--- config.mk ---
export PLATFORM = sky130hd
export DESIGN_NAME = fetch_thread_sel
export DESIGN_NICKNAME = d
export VERILOG_FILES = /design/src/rtl/fts_pkg.sv /design/src/rtl/fts_elig.sv /design/src/rtl/fts_rr_list.sv /design/src/rtl/fts_min_pick.sv /design/src/rtl/fetch_thread_sel.sv
export SDC_FILE = /design/constraint.sdc
export NUM_CORES = 1
export LEC_CHECK = 0
export BUFFER_PORTS_ARGS = -buffer_cell sky130_fd_sc_hd__clkbuf_2
export CAP_MARGIN = 5
export CORE_ASPECT_RATIO = 1.75
export CORE_UTILIZATION = 53
export DETAILED_ROUTE_END_ITERATION = 7
export GPL_ROUTABILITY_DRIVEN = 1
export HOLD_SLACK_MARGIN = 0.15
export PLACE_DENSITY = 0.85
export RECOVER_POWER = 50
export SYNTH_ARGS = -nofsm -noshare
export SYNTH_HDL_FRONTEND = slang
export SYNTH_SLANG_ARGS = --single-unit
--- constraint.sdc ---
create_clock -name clk -period 9.83 [get_ports clk]
set_clock_uncertainty 0.15 [all_clocks]
set_input_delay 0.983 -clock clk [delete_from_list [all_inputs] [get_ports clk]]
set_output_delay 0.983 -clock clk [all_outputs]
set_load 0.02 [all_outputs]
--- src/rtl/fts_pkg.sv ---
package fts_pkg;

  typedef enum logic [2:0] {
    ST_RUN        = 3'd0,
    ST_IDLE       = 3'd1,
    ST_SQUASH     = 3'd2,
    ST_BLOCKED    = 3'd3,
    ST_WAIT_RESP  = 3'd4,
    ST_WAIT_RETRY = 3'd5,
    ST_LINE_READY = 3'd6,
    ST_QUIESCE    = 3'd7
  } thr_state_e;

  typedef enum logic [1:0] {
    POL_SINGLE = 2'd0,
    POL_RR     = 2'd1,
    POL_IQ     = 2'd2,
    POL_LSQ    = 2'd3
  } fetch_pol_e;

  localparam int unsigned ST_W = 3;

  function automatic logic state_can_fetch(input logic [ST_W-1:0] code);
    return (code == ST_RUN) || (code == ST_IDLE) || (code == ST_LINE_READY);
  endfunction

endpackage

--- src/rtl/fts_elig.sv ---
module fts_elig
  import fts_pkg::*;
#(
  parameter int unsigned NTHR = 4
) (
  input  logic [NTHR-1:0]      active_mask,
  input  logic [NTHR*ST_W-1:0] thr_status,
  output logic [NTHR-1:0]      elig
);

  for (genvar g = 0; g < NTHR; g++) begin : g_thr
    assign elig[g] = active_mask[g] && state_can_fetch(thr_status[g*ST_W +: ST_W]);
  end

endmodule

--- src/rtl/fts_rr_list.sv ---
module fts_rr_list #(
  parameter int unsigned NTHR  = 4,
  parameter int unsigned TID_W = 2
) (
  input  logic             clk,
  input  logic             rst_n,
  input  logic [NTHR-1:0]  elig,
  input  logic             adv,
  output logic             pick_valid,
  output logic [TID_W-1:0] pick_tid
);

  logic [TID_W-1:0] order_q [NTHR];
  logic [TID_W-1:0] order_d [NTHR];
  logic [TID_W-1:0] shifted [NTHR];
  logic [TID_W-1:0] pos;

  // scan from the head of the list
  always_comb begin
    pick_valid = 1'b0;
    pos        = '0;
    for (int i = 0; i < NTHR; i++) begin
      if (!pick_valid && elig[order_q[i]]) begin
        pick_valid = 1'b1;
        pos        = TID_W'(i);
      end
    end
    pick_tid = order_q[pos];
  end

  // entries behind the winner slide forward, winner lands at the tail
  for (genvar g = 0; g < NTHR - 1; g++) begin : g_shift
    assign shifted[g] = order_q[g+1];
  end
  assign shifted[NTHR-1] = order_q[pos];

  always_comb begin
    for (int i = 0; i < NTHR; i++) begin
      order_d[i] = (i < int'(pos)) ? order_q[i] : shifted[i];
    end
  end

  always_ff @(posedge clk or negedge rst_n) begin
    if (!rst_n) begin
      for (int i = 0; i < NTHR; i++) order_q[i] <= TID_W'(i);
    end else if (adv) begin
      order_q <= order_d;
    end
  end

endmodule

--- src/rtl/fts_min_pick.sv ---
module fts_min_pick #(
  parameter int unsigned NTHR  = 4,
  parameter int unsigned TID_W = 2,
  parameter int unsigned OCC_W = 6
) (
  input  logic [NTHR-1:0]       elig,
  input  logic [NTHR*OCC_W-1:0] occ,
  output logic                  pick_valid,
  output logic [TID_W-1:0]      pick_tid
);

  logic [OCC_W-1:0] best;

  always_comb begin
    pick_valid = 1'b0;
    pick_tid   = '0;
    best       = '0;
    for (int i = 0; i < NTHR; i++) begin
      // strict less-than keeps the lower index on a tie
      if (elig[i] && (!pick_valid || occ[i*OCC_W +: OCC_W] < best)) begin
        pick_valid = 1'b1;
        pick_tid   = TID_W'(i);
        best       = occ[i*OCC_W +: OCC_W];
      end
    end
  end

endmodule

--- src/rtl/fetch_thread_sel.sv ---
module fetch_thread_sel
  import fts_pkg::*;
#(
  parameter int unsigned NTHR  = 4,
  parameter int unsigned OCC_W = 6,
  localparam int unsigned TID_W = (NTHR > 1) ? $clog2(NTHR) : 1
) (
  input  logic                  clk,
  input  logic                  rst_n,
  input  logic [1:0]            policy_sel,
  input  logic [NTHR-1:0]       active_mask,
  input  logic [NTHR*ST_W-1:0]  thr_status,
  input  logic [NTHR*OCC_W-1:0] iq_occ,
  input  logic [NTHR*OCC_W-1:0] lsq_occ,
  input  logic                  fetch_accept,
  output logic                  grant_valid,
  output logic [TID_W-1:0]      grant_tid
);

  fetch_pol_e      pol;
  logic [NTHR-1:0] elig;

  assign pol = fetch_pol_e'(policy_sel);

  fts_elig #(.NTHR(NTHR)) u_elig (
    .active_mask (active_mask),
    .thr_status  (thr_status),
    .elig        (elig)
  );

  if (NTHR == 1) begin : g_one
    assign grant_valid = elig[0];
    assign grant_tid   = '0;
  end else begin : g_multi
    logic                  rr_valid, occ_valid, rr_adv;
    logic [TID_W-1:0]      rr_tid, occ_tid;
    logic [NTHR*OCC_W-1:0] occ_sel;

    assign occ_sel = (pol == POL_LSQ) ? lsq_occ : iq_occ;
    assign rr_adv  = (pol == POL_RR) && rr_valid && fetch_accept;

    fts_rr_list #(.NTHR(NTHR), .TID_W(TID_W)) u_rr (
      .clk        (clk),
      .rst_n      (rst_n),
      .elig       (elig),
      .adv        (rr_adv),
      .pick_valid (rr_valid),
      .pick_tid   (rr_tid)
    );

    fts_min_pick #(.NTHR(NTHR), .TID_W(TID_W), .OCC_W(OCC_W)) u_min (
      .elig       (elig),
      .occ        (occ_sel),
      .pick_valid (occ_valid),
      .pick_tid   (occ_tid)
    );

    always_comb begin
      unique case (pol)
        POL_SINGLE: begin grant_valid = 1'b1;      grant_tid = '0;      end
        POL_RR:     begin grant_valid = rr_valid;  grant_tid = rr_tid;  end
        default:    begin grant_valid = occ_valid; grant_tid = occ_tid; end
      endcase
    end
  end

endmodule

==> impl_metrics.tcl, run 1 <==
set metrics [dict create \
    outcome "finished clean" \
    hold_path_class "reg2reg" \
    crit_path_start_kind "primary input" \
    dp_slack_ns 1.626 \
    track_usage_pct 29.57 \
    coreArea_um2 2993 \
    finalSetupTns_ns 0 \
    synth-seq-cells 8 \
    slowest_stage "a21oi_1" \
    syn_avg_cell_area_um2 9.038 \
    end_kind "output pin" \
    r2r_cells 5 \
    yosysSeqAreaShare_pct 12.08 \
    worstPathArrival_ns 7.15 \
    drt-pass1-iter-count 5 \
    design_area_um2 2121 \
    drc 0 \
    post-route-util_pct 70.86 \
    crit_start "policy_sel[1]" \
    grt_setup_unrepaired "false" \
    grt_antenna_before_repair 0 \
    rows 26 \
    min_from "g_multi.u_rr.order_q[1]" \
    port_buffers 71 \
    grt_max_degree 18 \
    synth_edf_count 0 \
    finalHoldViolations 0 \
    ios 72 \
    post-route-period-util_pct 84.30 \
    gp_congestion 0.9486 \
    path_clk_slew_ns 0.04 \
    numCtsBuffers 3 \
    top_register "g_multi.u_rr.order_q" \
    synth_nets 272 \
    worstReg2RegStart "g_multi.u_rr.order_q[1]" \
    final_cell_mix "70 x clkbuf_2, 28 x mux2_2, 18 x nand2_1" \
    final-setup-viol-count 0 \
    r2r_slack_ns 7.39 \
    r2r_end "g_multi.u_rr.order_q[1]" \
    area_growth_pct 24.82 \
    yosysWarnings 0 \
    fp.dieH_um 76.90 \
    antenna_cells 0 \
    fin_crit_ns 8.287 \
    vias_per_cell 6.070 \
    detailed_place_hpwl_um 4044 \
    powerDensity_nw_per_um2 133.0 \
    fmax_mhz 120.7 \
    synth_ff_type "dfstp_2" \
    synth_cell_types 49 \
    nets 344 \
    cts_sinks 8 \
    worstSetupPathType "in2out" \
    drtAntennaViolNets 0 \
    hold_end "g_multi.u_rr.order_q[1]" \
    postCtsHoldBufs 0 \
    cap_violations 0 \
    die_w_um 44.80 \
    cts_tree "built" \
    cts_buffer_depth 2 \
    syn_area_um2 1699 \
    grt_overflow 0 \
    whs_path_depth 2 \
    p_leak_nw 0.9631 \
    slowest_delay_ns 0.72 \
    clkLatencyLatePin_ns 0.23 \
    cp.required_ns 8.70 \
    largest_reg_flops 8 \
    layout_setup_ws_ns 1.543 \
    ir_worst_vdd_uv 138.9 \
    htree_num_levels 1 \
    maxSlewViolCount 0 \
    grt_pass1_wl_um 7645 \
    placed_area_um2 2088 \
    num_vias 1821 \
    tightest_slew_ns 0.8789 \
    post_drt_wl_per_cell_um 15.85 \
    reg_top3 "g_multi.u_rr.order_q (8)" \
    die-area_um2 3445 \
    layout_commonest_cell "clkbuf_2" \
    synth_cells 188 \
    relSlewSlack_pct 41.41 \
    worstPathMaxFanout 12 \
    async_reset_ff_share_pct 100.0 \
    drtIter0Drc 61 \
    cts_resized 0 \
    cts_root_buf "clkbuf_8" \
    wirelength_um 4754 \
    initial_core_util_pct 56.77 \
    drive_gt1_share_pct 46.51 \
    postCtsSetupRepairBufs 0 \
    grt_pass1_vias 1886 \
]
-- power breakdown --
| part | switching (mW) | internal [mW] |
|---|---|---|
| Combinational | 0.0821 | 0.0860 |
| Clock | 0.0122 | 0.0264 |
| Sequential | 0.0220 | 0.0533 |
-- worst max path at each step --
stage | endpoint | slack [ns] | depth (start not counted)
global placement | grant_tid[1] | 1.80 | 25
CTS | grant_tid[1] | 1.62 | 25
detailed placement | grant_tid[1] | 1.63 | 25
global route | grant_tid[1] | 1.10 | 26
finish | grant_tid[1] | 1.54 | 25
floorplan | grant_tid[0] | 2.39 | 26
-- Yosys cell counts (4+ instances only) --
| cell | number | area [µm²] |
|---|---|---|
| mux2_2 | 28 | 315.3 |
| mux2i_1 | 8 | 80.08 |
| dfrtp_1 | 4 | 100.1 |
| ha_1 | 15 | 187.7 |
| nand3_1 | 5 | 25.02 |
| nor2_1 | 11 | 41.29 |
| mux4_2 | 4 | 90.09 |
| nand2_1 | 18 | 67.56 |
| inv_1 | 8 | 30.03 |
| and3b_1 | 4 | 35.03 |
| o21ai_0 | 5 | 25.02 |
| dfstp_2 | 4 | 105.1 |
| o21a_1 | 8 | 60.06 |
| a21oi_1 | 13 | 65.06 |
-- per-layer routing --
layer / vias to the layer above / global-route usage [%] / share of wire (%)
met5: - / 0 / 0
met4: 0 / 17.27 / 4.9
met3: 25 / 2.588 / 2.8
met2: 73 / 58.53 / 58
met1: 839 / 25.82 / 34
li1: 884 / - / -
-- cells by family (layout without fill, tap and decap cells) --
logic type,count (synthesis),count (layout),synth area share [%]
simple gates,54,54,16.35
mux,44,44,33.21
fa+ha+maj,15,15,11.05
buf+inv,12,82,2.871
flops,8,8,12.08
compound gates,55,55,24.45
-- critical path, delay by kind of cell --
family                     cells  cell delay, ns
AOI/OAI and AO/OA             10            2.62
muxes                          3            1.21
and+or+nand+nor                6            1.05
buffers and inverters          3            0.41
adders and majority gates      3            0.87
-- final cells by class --
cell class | count | area (µm²)
Clock buffer | 3 | 41.29
Fill cell | 266 | 872.1
Inverter | 8 | 30.03
Multi-Input combinational cell | 168 | 1438
Sequential cell | 8 | 205.2
Tap cell | 42 | 52.55
Timing Repair Buffer | 71 | 354.1
-- metrics by stage --
step                std cells  total power [mW]  hold slack [ns]
finish                    300            0.2821           0.4171
global route              300            0.3032           0.4503
CTS                       300            0.2824           0.4196
detailed placement        297            0.2417           0.4144
global placement          297            0.2372           0.3862
floorplan                 188            0.1937           0.3620
(Power assumes the default switching activity.)
==> run 2, diff against run 1 <==
--- a/config.mk
+++ b/config.mk
@@ -8,11 +8,11 @@
 export BUFFER_PORTS_ARGS = -buffer_cell sky130_fd_sc_hd__clkbuf_2
 export CAP_MARGIN = 5
 export CORE_ASPECT_RATIO = 1.75
-export CORE_UTILIZATION = 53
+export CORE_UTILIZATION = 44
 export DETAILED_ROUTE_END_ITERATION = 7
 export GPL_ROUTABILITY_DRIVEN = 1
 export HOLD_SLACK_MARGIN = 0.15
-export PLACE_DENSITY = 0.85
+export PLACE_DENSITY = 0.75
 export RECOVER_POWER = 50
 export SYNTH_ARGS = -nofsm -noshare
 export SYNTH_HDL_FRONTEND = slang
==> constraint.sdc (replaced) <==
create_clock -name clk -period 7.1 [get_ports clk]
set_clock_uncertainty 0.15 [all_clocks]
set_input_delay 0.71 -clock clk [delete_from_list [all_inputs] [get_ports clk]]
set_output_delay 0.71 -clock clk [all_outputs]
set_load 0.02 [all_outputs]
==> run 2 against run 1 <==
Against the previous run:
- die area is 20% higher
- highest routed layer unchanged
- wire length rose by 0.74%
- critical path type unchanged
- final area up 3.7%
==> impl_metrics.tcl, run 2 (synthesis results as in run 1) <==
set metrics [dict create \
    outcome "finished clean" \
    switchingPower_mw 0.1639 \
    fin_crit_ns 6.775 \
    fp.dieH_um 84.21 \
    drc 0 \
    nFillCells 362 \
    cts_sinks 8 \
    grt_overflow 0 \
    hold_path_class "in2async" \
    cts_root_buf "clkbuf_8" \
    worstSetupPathType "in2out" \
    num_vias 1851 \
    finalHoldViolations 0 \
    grt_pass1_vias 1839 \
    placed_area_um2 2131 \
    rows 29 \
    gp_congestion 0.9145 \
    relSlewSlack_pct 58.24 \
    power_frac_clock_pct 13.8 \
    slowest_delay_ns 0.35 \
    end_kind "output pin" \
    postCtsSetupRepairBufs 0 \
    postCtsHoldBufs 0 \
    path_clk_slew_ns 0.04 \
    port_buffers 71 \
    htree_num_levels 1 \
    final_cell_mix "70 x clkbuf_2, 28 x mux2_2, 18 x nand2_1" \
    internal_power_mw 0.2351 \
    drt-pass1-iter-count 4 \
    coreArea_um2 3665 \
    finalSetupTns_ns 0 \
    drive_gt1_share_pct 49.62 \
    detailed_place_hpwl_um 4122 \
    final-setup-viol-count 0 \
    post_drt_wl_per_cell_um 15.45 \
    grt_max_degree 13 \
    cts_buffer_depth 2 \
    layout_setup_ws_ns 0.3249 \
    area_growth_pct 29.38 \
    ios 72 \
    wirelength_um 4789 \
    vias_per_cell 5.971 \
    top_register "g_multi.u_rr.order_q" \
    cap_violations 0 \
    die-area_um2 4124 \
    maxSlewViolCount 0 \
    path_common_cell "ha_1" \
    antenna_cells 0 \
    initial_core_util_pct 46.36 \
    slowest_stage "mux2_2" \
    post-route-util_pct 59.99 \
    nets 349 \
    worstPathMaxFanout 8 \
    fmax_mhz 147.6 \
    worstPathArrival_ns 5.92 \
    reg_top3 "g_multi.u_rr.order_q (8)" \
    swShare_pct 41.08 \
    grt_pass1_wl_um 7893 \
    die_w_um 48.98 \
    crit_path_start_kind "primary input" \
    ir_worst_vdd_uv 215.7 \
    tightest_slew_ns 0.6222 \
    grt_antenna_before_repair 0 \
    powerDensity_nw_per_um2 181.5 \
    largest_reg_flops 8 \
    cp.required_ns 6.24 \
    finalPower_mw 0.3990 \
    dp_slack_ns 0.04822 \
    layout_commonest_cell "clkbuf_2" \
    drtAntennaViolNets 0 \
    track_usage_pct 24.57 \
    post-route-period-util_pct 95.42 \
    p_leak_nw 0.9987 \
    numCtsBuffers 3 \
    cts_tree "built" \
    drtIter0Drc 44 \
    cts_resized 0 \
    seqPwrFrac_pct 26.3 \
    power.share.combinational_pct 59.8 \
    r2r_slack_ns 4.65 \
    clkLatencyLatePin_ns 0.23 \
    design_area_um2 2198 \
]
[run 2: changes by cell type in the layout (fill, tap and decap cells not counted), moves of 2 or more]
cell / delta
a21oi_1: -2
o21a_1: -2
buf_4: +5
o21ai_1: +2
o21ai_0: -2
a21oi_2: +2
[run 2: final cells by class]
type                            instances  area [µm²]  share of cell area (%)
Multi-Input combinational cell        168        1469                   66.82
Timing Repair Buffer                   76       391.6                   17.81
Sequential cell                         8       205.2                   9.334
Tap cell                               46       57.56                   2.618
Clock buffer                            4       45.04                   2.049
Inverter                                8       30.03                   1.366
[run 2: power groups by stage]
stage / combinational (mW) / clock, mW / sequential (mW)
finish: 0.239 / 0.0552 / 0.105
global route: 0.261 / 0.0585 / 0.109
CTS: 0.234 / 0.0564 / 0.103
detailed placement: 0.234 / 0 / 0.104
global placement: 0.228 / 0 / 0.102
floorplan: 0.175 / 0 / 0.0936
[run 2: path summary, 6_finish.rpt]
| kind | start | endpoint | cells after the start |
|---|---|---|---|
| worst min register to register | g_multi.u_rr.order_q[1] | g_multi.u_rr.order_q[1] | 2 |
| min in group clk | g_multi.u_rr.order_q[1] | g_multi.u_rr.order_q[1] | 2 |
| worst max-delay path | policy_sel[1] | grant_tid[1] | 27 |
| worst min-delay path | rst_n | g_multi.u_rr.order_q[5] | 1 |
| worst max register to register | g_multi.u_rr.order_q[1] | g_multi.u_rr.order_q[1] | 5 |
| max in group asynchronous | rst_n | g_multi.u_rr.order_q[3] | 1 |
[run 2: per-stage QoR]
step	std cells	hold WS [ns]
6_report	310	0.2207
5_1_grt	310	0.2658
4_1_cts	310	0.1638
3_5_place_dp	306	0.4034
3_3_place_gp	306	0.3866
2_1_floorplan	188	0.2644
[run 2: routing by layer]
layer | global-route usage, % | part of all wire, % | vias up
met3 | 2.536 | 4.4 | 10
li1 | - | - | 894
met2 | 53.03 | 61 | 74
met5 | 0 | 0 | -
met4 | 8.824 | 2.0 | 0
met1 | 21.69 | 32 | 873
[run 2: worst max-delay path, delay by kind of cell]
kind	cells	cell delay, ns
adders and majority gates	3	0.89
and+or+nand+nor	5	0.78
AOI/OAI and AO/OA	13	2.22
muxes	2	0.70
buffers and inverters	4	0.61
